===== src/rtl/dbg_evt_pkg.sv =====
package dbg_evt_pkg;

  // An event is routed to the core unless the external debugger owns it.
  function automatic logic sw_owned(input logic hw_flag, input logic ext_on);
    return ~(hw_flag & ext_on);
  endfunction

endpackage


===== src/rtl/dbg_evt_rst_sync.sv =====
module dbg_evt_rst_sync #(
  parameter int unsigned STAGES = 2
) (
  input  logic clk,
  input  logic rst_n,
  output logic rst_sync_n
);

  logic [STAGES-1:0] chain_q;

  always_ff @(posedge clk or negedge rst_n) begin
    if (!rst_n) chain_q <= '0;
    else        chain_q <= {chain_q[STAGES-2:0], 1'b1};
  end

  assign rst_sync_n = chain_q[STAGES-1];

endmodule


===== src/rtl/dbg_evt_status.sv =====
module dbg_evt_status #(
  parameter int unsigned N_EVT = 4
) (
  input  logic             clk,
  input  logic             rst_n,
  input  logic [N_EVT-1:0] evt_pulse,
  input  logic [N_EVT-1:0] evt_en,
  input  logic             int_mode,
  input  logic             ext_mode,
  input  logic             dbg_en,
  input  logic             clr_wr,
  input  logic [N_EVT-1:0] clr_mask,
  input  logic             clr_imprecise,
  output logic [N_EVT-1:0] status,
  output logic             imprecise
);

  logic             mode_on;
  logic [N_EVT-1:0] rec;
  logic [N_EVT-1:0] st_d;
  logic [N_EVT-1:0] st_q;
  logic             st_ce;
  logic             imp_d;
  logic             imp_q;
  logic             imp_ce;
  logic             any_rec;

  assign mode_on = int_mode | ext_mode;

  for (genvar i = 0; i < N_EVT; i++) begin : g_bit
    always_comb begin
      rec[i]  = evt_pulse[i] & evt_en[i] & mode_on;
      st_d[i] = rec[i] | (st_q[i] & ~(clr_wr & clr_mask[i]));
    end
  end

  always_comb begin
    any_rec = |rec;
    st_ce   = any_rec | clr_wr;
    imp_d   = (any_rec & ~dbg_en) | (imp_q & ~clr_imprecise);
    imp_ce  = any_rec | clr_imprecise;
  end

  always_ff @(posedge clk or negedge rst_n) begin
    if (!rst_n)     st_q <= '0;
    else if (st_ce) st_q <= st_d;
  end

  always_ff @(posedge clk or negedge rst_n) begin
    if (!rst_n)      imp_q <= 1'b0;
    else if (imp_ce) imp_q <= imp_d;
  end

  assign status    = st_q;
  assign imprecise = imp_q;

endmodule


===== src/rtl/dbg_evt_route.sv =====
module dbg_evt_route
  import dbg_evt_pkg::*;
#(
  parameter int unsigned N_EVT = 4
) (
  input  logic [N_EVT-1:0] status,
  input  logic [N_EVT-1:0] own_hw,
  input  logic             int_mode,
  input  logic             ext_mode,
  input  logic             dbg_en,
  output logic             irq,
  output logic             halt_req
);

  logic [N_EVT-1:0] sw_mask;
  logic [N_EVT-1:0] hw_mask;

  for (genvar i = 0; i < N_EVT; i++) begin : g_own
    assign sw_mask[i] = sw_owned(own_hw[i], ext_mode);
    assign hw_mask[i] = own_hw[i] & ext_mode;
  end

  always_comb begin
    irq      = int_mode & dbg_en & (|(status & sw_mask));
    halt_req = |(status & hw_mask);
  end

endmodule


===== src/rtl/dbg_evt_gate.sv =====
module dbg_evt_gate #(
  parameter int unsigned N_EVT = 4
) (
  input  logic             clk,
  input  logic             rst_n,
  input  logic [N_EVT-1:0] evt_pulse,
  input  logic [N_EVT-1:0] evt_en,
  input  logic [N_EVT-1:0] own_hw,
  input  logic             int_mode,
  input  logic             ext_mode,
  input  logic             dbg_en,
  input  logic             clr_wr,
  input  logic [N_EVT-1:0] clr_mask,
  input  logic             clr_imprecise,
  output logic [N_EVT-1:0] status,
  output logic             imprecise,
  output logic             irq,
  output logic             halt_req
);

  logic rst_core_n;

  dbg_evt_rst_sync #(.STAGES(2)) u_rst (
    .clk       (clk),
    .rst_n     (rst_n),
    .rst_sync_n(rst_core_n)
  );

  dbg_evt_status #(.N_EVT(N_EVT)) u_status (
    .clk          (clk),
    .rst_n        (rst_core_n),
    .evt_pulse    (evt_pulse),
    .evt_en       (evt_en),
    .int_mode     (int_mode),
    .ext_mode     (ext_mode),
    .dbg_en       (dbg_en),
    .clr_wr       (clr_wr),
    .clr_mask     (clr_mask),
    .clr_imprecise(clr_imprecise),
    .status       (status),
    .imprecise    (imprecise)
  );

  dbg_evt_route #(.N_EVT(N_EVT)) u_route (
    .status  (status),
    .own_hw  (own_hw),
    .int_mode(int_mode),
    .ext_mode(ext_mode),
    .dbg_en  (dbg_en),
    .irq     (irq),
    .halt_req(halt_req)
  );

endmodule


===== config.mk =====
export PLATFORM = sky130hd
export DESIGN_NAME = dbg_evt_gate
export DESIGN_NICKNAME = d
export VERILOG_FILES = /design/src/rtl/dbg_evt_pkg.sv /design/src/rtl/dbg_evt_rst_sync.sv /design/src/rtl/dbg_evt_status.sv /design/src/rtl/dbg_evt_route.sv /design/src/rtl/dbg_evt_gate.sv
export SDC_FILE = /design/constraint.sdc
export NUM_CORES = 1
export LEC_CHECK = 0
export ABC_AREA = 1
export BUFFER_PORTS_ARGS = -buffer_cell sky130_fd_sc_hd__buf_2
export CAP_MARGIN = 20
export CORE_AREA = 8 8 45 47
export CTS_BUF_LIST = sky130_fd_sc_hd__clkbuf_8
export DETAILED_ROUTE_END_ITERATION = 7
export DIE_AREA = 0 0 53 55
export RECOVER_POWER = 25
export SKIP_LAST_GASP = 1
export SLEW_MARGIN = 15
export SYNTH_ARGS = -nofsm -noshare
export SYNTH_HDL_FRONTEND = slang
export SYNTH_SLANG_ARGS = --single-unit
export TNS_END_PERCENT = 10

===== constraint.sdc =====
create_clock -name clk -period 0.95 [get_ports clk]
set_input_delay 0.19 -clock clk [delete_from_list [all_inputs] [get_ports clk]]
set_output_delay 0.19 -clock clk [all_outputs]
set_load 0.05 [all_outputs]

## Yosys cells after proc, flatten, opt, wreduce, memory -nomap -nowiden

Index checks and enable logic that the tools add are counted.

| storage, ports and cells | value |
|---|---|
| output and inout port bits | 7 |
| bits of input ports | 23 |
| bits in registers | 7 |

| cells by class | value |
|---|---|
| reduce and logical (&&, ||, !) cells | 3 |
| bitwise gates (word level) | 44 |

Operator list:

| operator | count |
|---|---|
| $and A1 B1 Y1 | 24 |
| $reduce_or A4 Y1 | 3 |
| $not A1 Y1 | 10 |
| $and A4 B4 Y4 | 2 |
| $or A1 B1 Y1 | 8 |

## Longest topological paths before layout

Gate-level depths: netlist of run 1.

| logic depth | value |
|---|---|
| depth in word-level cells | 5 |
| mapped depth | 6 |

## Modules after synthesis

From an unflattened synthesis of run 1, not the netlist that was laid out.

| second synthesis, totals | value |
|---|---|
| cell total of the unflattened synthesis | 52 |
| area, all modules | 376.6 µm² |

Modules (own cells, without submodules):

| module | sequential area each (µm²) | area an instance (µm²) | instances | cells an instance |
|---|---|---|---|---|
| dbg_evt_status | 125.1 | 234.0 | 1 | 30 |
| dbg_evt_route | 0.0 | 88.8 | 1 | 19 |
| dbg_evt_rst_sync | 50.0 | 53.8 | 1 | 3 |

## Least setup slack after synthesis of run 1

No wires, ideal clock.

| timing path | value |
|---|---|
| path type | register to output |
| start point | register u_status.st_q[1], in the netlist u_status.status[1] |
| end point | output irq |
| data arrival time | 1.489 ns |
| path buffers | 0 |
| stages on the path, launching flop included | 5 |
| data required time | 0.760 ns |
| slack | -0.729 ns |
| path through | dfrtp_1 nand2_1 nand2_1 nor2_1 nor2_1 |

| on the way | value |
|---|---|
| word-level cells in the longest chain between the ends | 3 |

RTL lines:

| item | RTL line | text |
|---|---|---|
| start: declaration | dbg_evt_status.sv:21 | `logic [N_EVT-1:0] st_q;` |
| start signal: assignment | dbg_evt_status.sv:46 | `else if (st_ce) st_q <= st_d;` |
| $and A4 B4 Y4 | dbg_evt_route.sv:24 | `irq = int_mode & dbg_en & (\|(status & sw_mask));` |
| $reduce_or A4 Y1 | dbg_evt_route.sv:24 |  |
| $and A1 B1 Y1 | dbg_evt_route.sv:24 |  |
| end: declaration | dbg_evt_gate.sv:17 | `output logic irq,` |

Every way passes these cells.

## Final worst setup path of run 1

| timing path | value |
|---|---|
| start point | register u_status.st_q[0], in the netlist u_status.status[0] |
| end point | output halt_req |

| on the way | value |
|---|---|
| word-level cells in the longest chain between the ends | 2 |

RTL lines:

| item | RTL line | text |
|---|---|---|
| $and A4 B4 Y4 | dbg_evt_route.sv:25 | `halt_req = \|(status & hw_mask);` |
| $reduce_or A4 Y1 | dbg_evt_route.sv:25 |  |
| end: declaration | dbg_evt_gate.sv:18 | `output logic halt_req` |

Every way passes these cells.

==> results of run 1 <==
==> final cells by class <==
| type | instances | area, µm² | share of cell area [%] |
|---|---|---|---|
| multi-input cells | 42 | 230 | 30.9 |
| flip-flops and latches | 7 | 180 | 24.2 |
| clock inverters | 1 | 3.75 | 0.504 |
| repair buffers | 40 | 262 | 35.1 |
| inverters | 2 | 7.51 | 1.01 |
| clock buffers | 3 | 41.3 | 5.55 |
| well taps | 16 | 20.0 | 2.69 |
==> power groups by stage <==
stage	Combinational (mW)	Clock (mW)	Sequential, mW
final	0.457	0.400	0.363
after global routing	0.490	0.432	0.366
after CTS	0.436	0.408	0.360
after detailed placement	0.397	0	0.359
after global placement	0.392	0	0.358
after floorplan	0.126	0	0.468
==> what timing repair did <==
| item | 4_1_cts | 5_1_grt |
|---|---|---|
| endpoints found under the hold margin | 2 | 0 |
| hold buffers | 1 | 0 |
| endpoints found under the setup margin | 7 | 7 |
| pin swaps | 6 | 5 |
| gates resized for setup | 11 | 5 |
==> registers in the layout (all words and copies together), names as in the netlist <==
register / count
u_status.status: 4
u_rst.chain_q: 2
u_status.imprecise: 1
==> synthesized netlist by cell type <==
| library cell | count |
|---|---|
| dfrtp_1 | 7 |
| a21o_1 | 2 |
| nand2_1 | 27 |
| nor2_1 | 2 |
| buf_6 | 1 |
| conb_1 | 1 |
| inv_1 | 2 |
| nand4_1 | 1 |
| nor2_4 | 1 |
| nand3_1 | 4 |
| o21ai_0 | 4 |
==> cell usage in the layout (no fill, tap or decap), drive strengths merged <==
cell	n
nand4	1
conb	1
nor2	3
nand2	27
nand3	4
dfrtp	7
dlygate4sd3	1
a21o	2
o21ai	4
inv	3
clkbuf	3
buf	39
==> worst register-to-register path: stages, from the launching register on <==
cell and delay, ns:
dfrtp_2 0.42, buf_6 0.13, nand2_1 0.06, o21ai_0 0.07
==> path summary, 6_finish.rpt <==
kind | from | end | slack (ns) | cells after the start
max in group asynchronous | rst_n | u_rst.chain_q[1]$_DFF_PN0_ | 0.57 | 2
hold reg to reg | u_rst.chain_q[1]$_DFF_PN0_ | u_status.imprecise$_DFFE_PN0P_ | 0.08 | 0
min in group clk | clr_imprecise | u_status.imprecise$_DFFE_PN0P_ | 0.19 | 4
setup / recovery | u_status.status[0]$_DFFE_PN0P_ | halt_req | -0.36 | 4
hold / removal | u_rst.chain_q[1]$_DFF_PN0_ | u_status.imprecise$_DFFE_PN0P_ | 0.08 | 0
setup reg to reg | u_status.status[0]$_DFFE_PN0P_ | u_status.status[0]$_DFFE_PN0P_ | 0.16 | 3
==> layer usage <==
layer  vias up  track usage (%)
li1        250                -
met1       212             10.5
met2        32             15.8
met3         6             4.01
met4         0             7.76
met5         -                0
==> cells by family after synthesis <==
family	share of synthesized area [%]
other	0.989
buffers and inverters	4.95
AO/OA/AOI/OAI	9.24
flip-flops	46.2
AND/OR/NAND/NOR	38.6
==> metrics by stage <==
| stage | instances | utilization [%] | worst slack [ns] | setup TNS, ns | area [µm²] |
|---|---|---|---|---|---|
| 3_5_place_dp | 106 | 45.9 | -0.181 | -0.437 | 636 |
| 4_1_cts | 111 | 52.7 | -0.319 | -1.47 | 729 |
| 6_report | 111 | 53.8 | -0.355 | -1.54 | 744 |
| 3_3_place_gp | 106 | 45.9 | -0.182 | -0.377 | 636 |
| 5_1_grt | 111 | 53.8 | -0.406 | -1.75 | 744 |
| 2_1_floorplan | 52 | - | -0.330 | -0.552 | 407 |
==> flow_metrics.env, run 1 <==
export IMPL_outcome="finished, violations left"
export IMPL_violations="setup timing"
export IMPL_fin_nets=119
export IMPL_synthCells=52
export IMPL_ys_ff_latch=7
export IMPL_cts_clk_slew_worst_paths_ns=0.04
export IMPL_synth_top_area_cell="dfrtp_1"
export IMPL_synth_warnings=0
export IMPL_hold_violations=0
export IMPL_finalClockSkew_ns=0.00288
export IMPL_ys_seq_area_share_pct=46.2
export IMPL_drt_first_pass_iters=1
export IMPL_routed_wl_um=1400
export IMPL_seq_power_share_pct=29.7
export IMPL_clock_latency_ns=0.22
export IMPL_wl_per_cell_um=12.6
export IMPL_worstSetupStartpointType="flip-flop"
export IMPL_port_buffers=29
export IMPL_max_vdd_ir_drop_mv=0.990
export IMPL_max_stage_delay_ns=0.42
export IMPL_met3_length_um=188
export IMPL_crit_buf_inv=2
export IMPL_ios=30
export IMPL_fill_cells=141
export IMPL_critPathSlowestCell="dfrtp_2"
export IMPL_numCtsBuffers=3
export IMPL_cp_end_kind="primary output"
export IMPL_crit_top_cell="buf_6"
export IMPL_max_freq_mhz=766
export IMPL_grt_overflow_total=0
export IMPL_drv_slew=0
export IMPL_crit_chain="buf_6 -> nand3_2 -> nand4_1 -> buf_6"
export IMPL_setup_viol=7
export IMPL_fin_crit_sh_pct=137
export IMPL_max_cap_violations=0
export IMPL_cts_root_buf="clkbuf_8"
export IMPL_rsz0062_at_grt="yes"
export IMPL_cellLeakagePower_nw=0.404
export IMPL_comb_power_share_pct=37.5
export IMPL_vias=500
export IMPL_syn_num_nets=75
export IMPL_finalPower_mw=1.22
export IMPL_drc=0
export IMPL_fin_ws_ns=-0.355
export IMPL_drt_initial_drc_count=0
export IMPL_period_needed_ns=1.31
export IMPL_vias_per_cell=4.50
export IMPL_crit_fanout=3
export IMPL_grt_pass1_wl_um=2130
export IMPL_wl_met1_um=588
export IMPL_grt_max_degree=9
export IMPL_start_util_pct=27.4
export IMPL_synth_top_area_share_pct=46.2
export IMPL_globalplace_congestion=0.857
export IMPL_track_usage_pct=9.99
export IMPL_drive_above_1_share_pct=60.0
export IMPL_synth_area_leaders="dfrtp_1, nand2_1, nand3_1"
export IMPL_dr_wl_met2_um=569
export IMPL_die_area_um2=2920
export IMPL_die_h_um=55
export IMPL_syn_area_um2=379
export IMPL_cts_setup_buffers=0
export IMPL_cp_data_required_time_ns=0.76
export IMPL_p_switching_mw=0.424
export IMPL_critical_path_class="reg2out"
export IMPL_rows=14
export IMPL_coreArea_um2=1380
export IMPL_dr_max_layer_used="met4"
export IMPL_whs_ns=0.0751
export IMPL_grt_pass1_vias=567
export IMPL_dp_hpwl_um=1110
export IMPL_crit_family="flip-flops"
export IMPL_die_w_um=53
export IMPL_p_per_area_nw_per_um2=1640
export IMPL_cts_tree="built"
export IMPL_hp_class="reg2async"
export IMPL_intPower_mw=0.795
export IMPL_syn_to_final_growth_pct=96.4
export IMPL_synthDistinctLibCells=11
export IMPL_antennaDiodeCount=0
export IMPL_antenna_left=0
export IMPL_synth_area_per_cell_um2=7.29
export IMPL_arrival_ns=1.12
export IMPL_pwr_share_clk_pct=32.8
export IMPL_antenna_found_initial=0
export IMPL_clkSinkCount=7
export IMPL_htreeDepth=1
export IMPL_clock_path_buffers=2
export IMPL_swShare_pct=34.8
Power figures use the tool's default switching activity.
==> inputs of run 2 (changes only) <==
PLACE_DENSITY = 0.65   (was not set)
==> flow_metrics.env, run 2 (synthesized netlist as in run 1, its figures left out) <==
export IMPL_stdcell_count=112
export IMPL_final_cell_mix="buf_2, nand2_1, buf_4"
export IMPL_numCtsBuffers=3
export IMPL_fin_area_um2=749
export IMPL_setup_viol=7
export IMPL_finalClockSkew_ns=0.00228
export IMPL_drc=0
export IMPL_die_h_um=55
export IMPL_die_w_um=53
export IMPL_dp_cells=107
export IMPL_antenna_left=0
export IMPL_crit_family="flip-flops"
export IMPL_hold_violations=0
export IMPL_grt_pass1_vias=493
export IMPL_crit_buf_inv=1
export IMPL_rsz0062_at_grt="yes"
export IMPL_clkSinkCount=7
export IMPL_fin_crit_sh_pct=134
export IMPL_vias_per_cell=4.45
export IMPL_max_cap_violations=0
export IMPL_period_needed_ns=1.27
export IMPL_arrival_ns=1.08
export IMPL_antennaDiodeCount=0
export IMPL_max_vdd_ir_drop_mv=0.818
export IMPL_track_usage_pct=9.62
export IMPL_antenna_found_initial=0
export IMPL_cts_tree="built"
export IMPL_drive_above_1_share_pct=59.4
export IMPL_max_freq_mhz=787
export IMPL_cp_data_required_time_ns=0.76
export IMPL_drt_first_pass_iters=4
export IMPL_syn_to_final_growth_pct=97.7
export IMPL_cts_clk_slew_worst_paths_ns=0.04
export IMPL_vias=498
export IMPL_fin_ws_ns=-0.321
export IMPL_dp_hpwl_um=1120
export IMPL_tns_ns=-1.50
export IMPL_outcome="finished, violations left"
export IMPL_max_stage_delay_ns=0.42
export IMPL_whs_ns=0.0772
export IMPL_fin_nets=120
export IMPL_drv_slew=0
export IMPL_grt_max_degree=9
export IMPL_ios=30
export IMPL_p_per_area_nw_per_um2=1640
export IMPL_hp_class="reg2async"
export IMPL_globalplace_congestion=0.859
export IMPL_r2r_cells=3
export IMPL_clock_path_buffers=2
export IMPL_worstSetupStartpointType="flip-flop"
export IMPL_drt_initial_drc_count=12
export IMPL_cellLeakagePower_nw=0.409
export IMPL_place_area_um2=643
export IMPL_crit_fanout=2
export IMPL_critical_path_class="reg2out"
export IMPL_routed_wl_um=1370
export IMPL_r2r_start="u_status.status[1]$_DFFE_PN0P_"
export IMPL_die_area_um2=2920
export IMPL_violations="setup timing"
export IMPL_cp_end_kind="primary output"
export IMPL_htreeDepth=1
export IMPL_grt_pass1_wl_um=2060
export IMPL_port_buffers=29
export IMPL_grt_overflow_total=0
export IMPL_rows=14
export IMPL_largest_reg_flops=4
export IMPL_coreArea_um2=1380
export IMPL_wl_per_cell_um=12.2
export IMPL_mostFrequentLayoutCell="buf_2"
export IMPL_clock_latency_ns=0.23
export IMPL_rrSetupSlack_ns=0.15
export IMPL_cts_root_buf="clkbuf_8"
export IMPL_crit_chain="nand2_2 -> nand2_2 -> nor2_4 -> nor2_4 -> buf_8"
export IMPL_r2r_end="u_status.status[1]$_DFFE_PN0P_"
export IMPL_start_util_pct=27.4
export IMPL_critPathSlowestCell="dfrtp_2"
[run 2: cell types whose count changed in the layout (fill, tap and decap cells not counted), sizes merged]
cell / change
buf: +1
[run 2: area by class of cell]
type	count	area, µm²
Clock buffer	3	41.3
Clock inverter	1	3.75
Fill cell	131	634
Inverter	2	7.51
Multi-Input combinational cell	42	228
Sequential cell	7	180
Tap cell	16	20.0
Timing Repair Buffer	41	269
[run 2: power breakdown]
part | switching [mW] | internal (mW)
logic | 0.271 | 0.183
clock network | 0.130 | 0.279
registers | 0.0266 | 0.336
[run 2: routing by layer]
| metal | wire, µm | global-route usage, % | vias up |
|---|---|---|---|
| li1 | - | - | 251 |
| met1 | 556 | 10.4 | 217 |
| met2 | 593 | 15.2 | 27 |
| met3 | 187 | 3.21 | 3 |
| met4 | 29 | 7.76 | 0 |
| met5 | 0 | 0 | - |
[run 2: worst register-to-register path, cell delays in order (launching register included)]
cell	delay, ns
dfrtp_2	0.41
buf_6	0.12
nand2_1	0.06
o21ai_0	0.08
[run 2: worst max path at each step]
stage	depth (start not counted)	slack, ns	end	start
global route	4	-0.37	halt_req	u_status.status[1]$_DFFE_PN0P_
detailed placement	7	-0.17	irq	ext_mode
floorplan	2	-0.33	halt_req	u_status.status[3]$_DFFE_PN0P_
finish	5	-0.32	irq	u_status.status[0]$_DFFE_PN0P_
global placement	7	-0.16	irq	ext_mode
CTS	4	-0.33	halt_req	u_status.status[2]$_DFFE_PN0P_
[run 2: per-stage QoR]
step                util [%]  power, mW  setup slack (ns)
floorplan                  -      0.594            -0.330
global placement        46.5      0.752            -0.156
detailed placement      46.5      0.760            -0.170
CTS                     53.0       1.21            -0.332
global route            54.2       1.29            -0.374
finish                  54.2       1.23            -0.321
[run 2: repair_timing]
action | 4_1_cts | 5_1_grt
pin swaps | 3 | 1
resized for setup | 10 | 5
setup buffers | 0 | 0
hold buffers | 1 | 0
hold endpoints to repair | 2 | 0
endpoints found under the setup margin | 7 | 7
==> inputs of run 3 (changes only) <==
CELL_PAD_IN_SITES_DETAIL_PLACEMENT = 1   (was not set)
CELL_PAD_IN_SITES_GLOBAL_PLACEMENT = 2   (was not set)
CORE_AREA = 8 8 55 57   (was 8 8 45 47)
DIE_AREA = 0 0 63 65   (was 0 0 53 55)
PLACE_DENSITY = 0.79   (was 0.65)
SLEW_MARGIN = 0   (was 15)
==> flow_metrics.env, run 3 (synthesized netlist as in run 1, its figures left out) <==
export IMPL_outcome="finished, violations left"
export IMPL_violations="setup timing"
export IMPL_cts_clk_slew_worst_paths_ns=0.04
export IMPL_stdcell_count=124
export IMPL_drc=0
export IMPL_die_area_um2=4100
export IMPL_dp_cells=118
export IMPL_period_needed_ns=1.28
export IMPL_fin_area_um2=747
export IMPL_largest_reg_flops=4
export IMPL_antennaDiodeCount=0
export IMPL_finalPower_mw=1.19
export IMPL_ios=30
export IMPL_dp_hpwl_um=1250
export IMPL_max_freq_mhz=782
export IMPL_hold_violations=0
export IMPL_htreeDepth=1
export IMPL_drt_initial_drc_count=4
export IMPL_max_cap_violations=0
export IMPL_finalClockSkew_ns=0.000774
export IMPL_syn_to_final_growth_pct=97.0
export IMPL_critical_path_class="reg2out"
export IMPL_hp_class="reg2async"
export IMPL_tns_ns=-1.53
export IMPL_max_vdd_ir_drop_mv=0.748
export IMPL_clkSinkCount=7
export IMPL_arrival_ns=1.09
export IMPL_die_h_um=65
export IMPL_final_core_util_pct=34.8
export IMPL_drive_above_1_share_pct=55.2
export IMPL_r2r_cells=4
export IMPL_start_util_pct=17.6
export IMPL_grt_pass1_vias=555
export IMPL_worstSetupStartpointType="flip-flop"
export IMPL_place_area_um2=651
export IMPL_cellLeakagePower_nw=0.407
export IMPL_drt_first_pass_iters=2
export IMPL_setup_viol=7
export IMPL_globalplace_congestion=0.830
export IMPL_clock_latency_ns=0.22
export IMPL_grt_pass1_wl_um=2260
export IMPL_cts_root_buf="clkbuf_8"
export IMPL_port_buffers=29
export IMPL_cts_tree="built"
export IMPL_r2r_start="u_status.status[0]$_DFFE_PN0P_"
export IMPL_track_usage_pct=6.69
export IMPL_cp_data_required_time_ns=0.76
export IMPL_p_per_area_nw_per_um2=1590
export IMPL_fin_crit_sh_pct=135
export IMPL_antenna_left=0
export IMPL_fin_ws_ns=-0.329
export IMPL_drv_slew=0
export IMPL_antenna_found_initial=0
export IMPL_pre_cts_slack_ns=-0.213
export IMPL_final_cell_mix="nand2_1, buf_2, buf_4"
export IMPL_rsz0062_at_grt="yes"
export IMPL_fin_nets=120
export IMPL_routed_wl_um=1390
export IMPL_clock_path_buffers=2
export IMPL_die_w_um=63
export IMPL_rows=17
export IMPL_vias_per_cell=3.98
export IMPL_fill_cells=281
export IMPL_numCtsBuffers=3
export IMPL_r2r_end="u_status.status[0]$_DFFE_PN0P_"
export IMPL_whs_ns=0.0688
export IMPL_vias=494
export IMPL_grt_overflow_total=0
export IMPL_wl_per_cell_um=11.2
export IMPL_cp_end_kind="primary output"
export IMPL_crit_fanout=2
export IMPL_rrSetupSlack_ns=0.07
export IMPL_coreArea_um2=2150
export IMPL_grt_max_degree=9
[run 3: cell count changes in the layout (fill, tap and decap cells not counted)]
cell,previous run,this run
nor2_4,3,2
nand3_1,0,1
nand2_1,24,27
nand2_2,3,0
nor2_2,0,1
nand3_2,4,3
[run 3: final cells by class]
class                      count  area, µm²  share of cell area [%]
multi-input combinational     42        210                    28.1
tap                           28       35.0                    4.69
timing repair buffer          41        269                    36.0
clock inverter                 1       3.75                   0.503
sequential                     7        180                    24.1
clock buffer                   3       41.3                    5.53
inverter                       2       7.51                    1.01
[run 3: layer usage]
layer / track usage [%] / vias to the layer above / share of wire, %
met5: 0 / - / 0
met4: 1.71 / 0 / 0
met3: 3.09 / 0 / 8.9
met2: 11.8 / 21 / 47
met1: 7.08 / 221 / 44
li1: - / 252 / -
[run 3: how the worst max path moves through the flow]
stage               slack, ns        to                           start  cells past startpoint
floorplan               -0.33  halt_req  u_status.status[3]$_DFFE_PN0P_                      2
global placement        -0.19       irq                        ext_mode                      7
detailed placement      -0.21       irq                        ext_mode                      7
CTS                     -0.33       irq  u_status.status[2]$_DFFE_PN0P_                      5
global route            -0.40       irq  u_status.status[0]$_DFFE_PN0P_                      5
finish                  -0.33       irq  u_status.status[1]$_DFFE_PN0P_                      5
[run 3: worst max-delay path: stages (launching register included)]
cell and delay, ns:
dfrtp_2 0.40, nand2_1 0.06, nand2_1 0.06, nor2_2 0.16, nor2_4 0.05, buf_8 0.14
[run 3: where the power goes]
part           internal [mW]  switching, mW  total (mW)
Combinational          0.180          0.263       0.443
Clock                  0.278          0.112       0.390
Sequential             0.336         0.0220       0.358
[run 3: what timing repair did]
| item | 4_1_cts | 5_1_grt |
|---|---|---|
| setup endpoints to repair | 7 | 8 |
| hold buffers | 1 | 0 |
| endpoints found under the hold margin | 2 | 0 |
| buffers inserted | 1 | 0 |
| gates cloned | 0 | 0 |
| pin swaps | 4 | 4 |
| gates resized for setup | 9 | 1 |
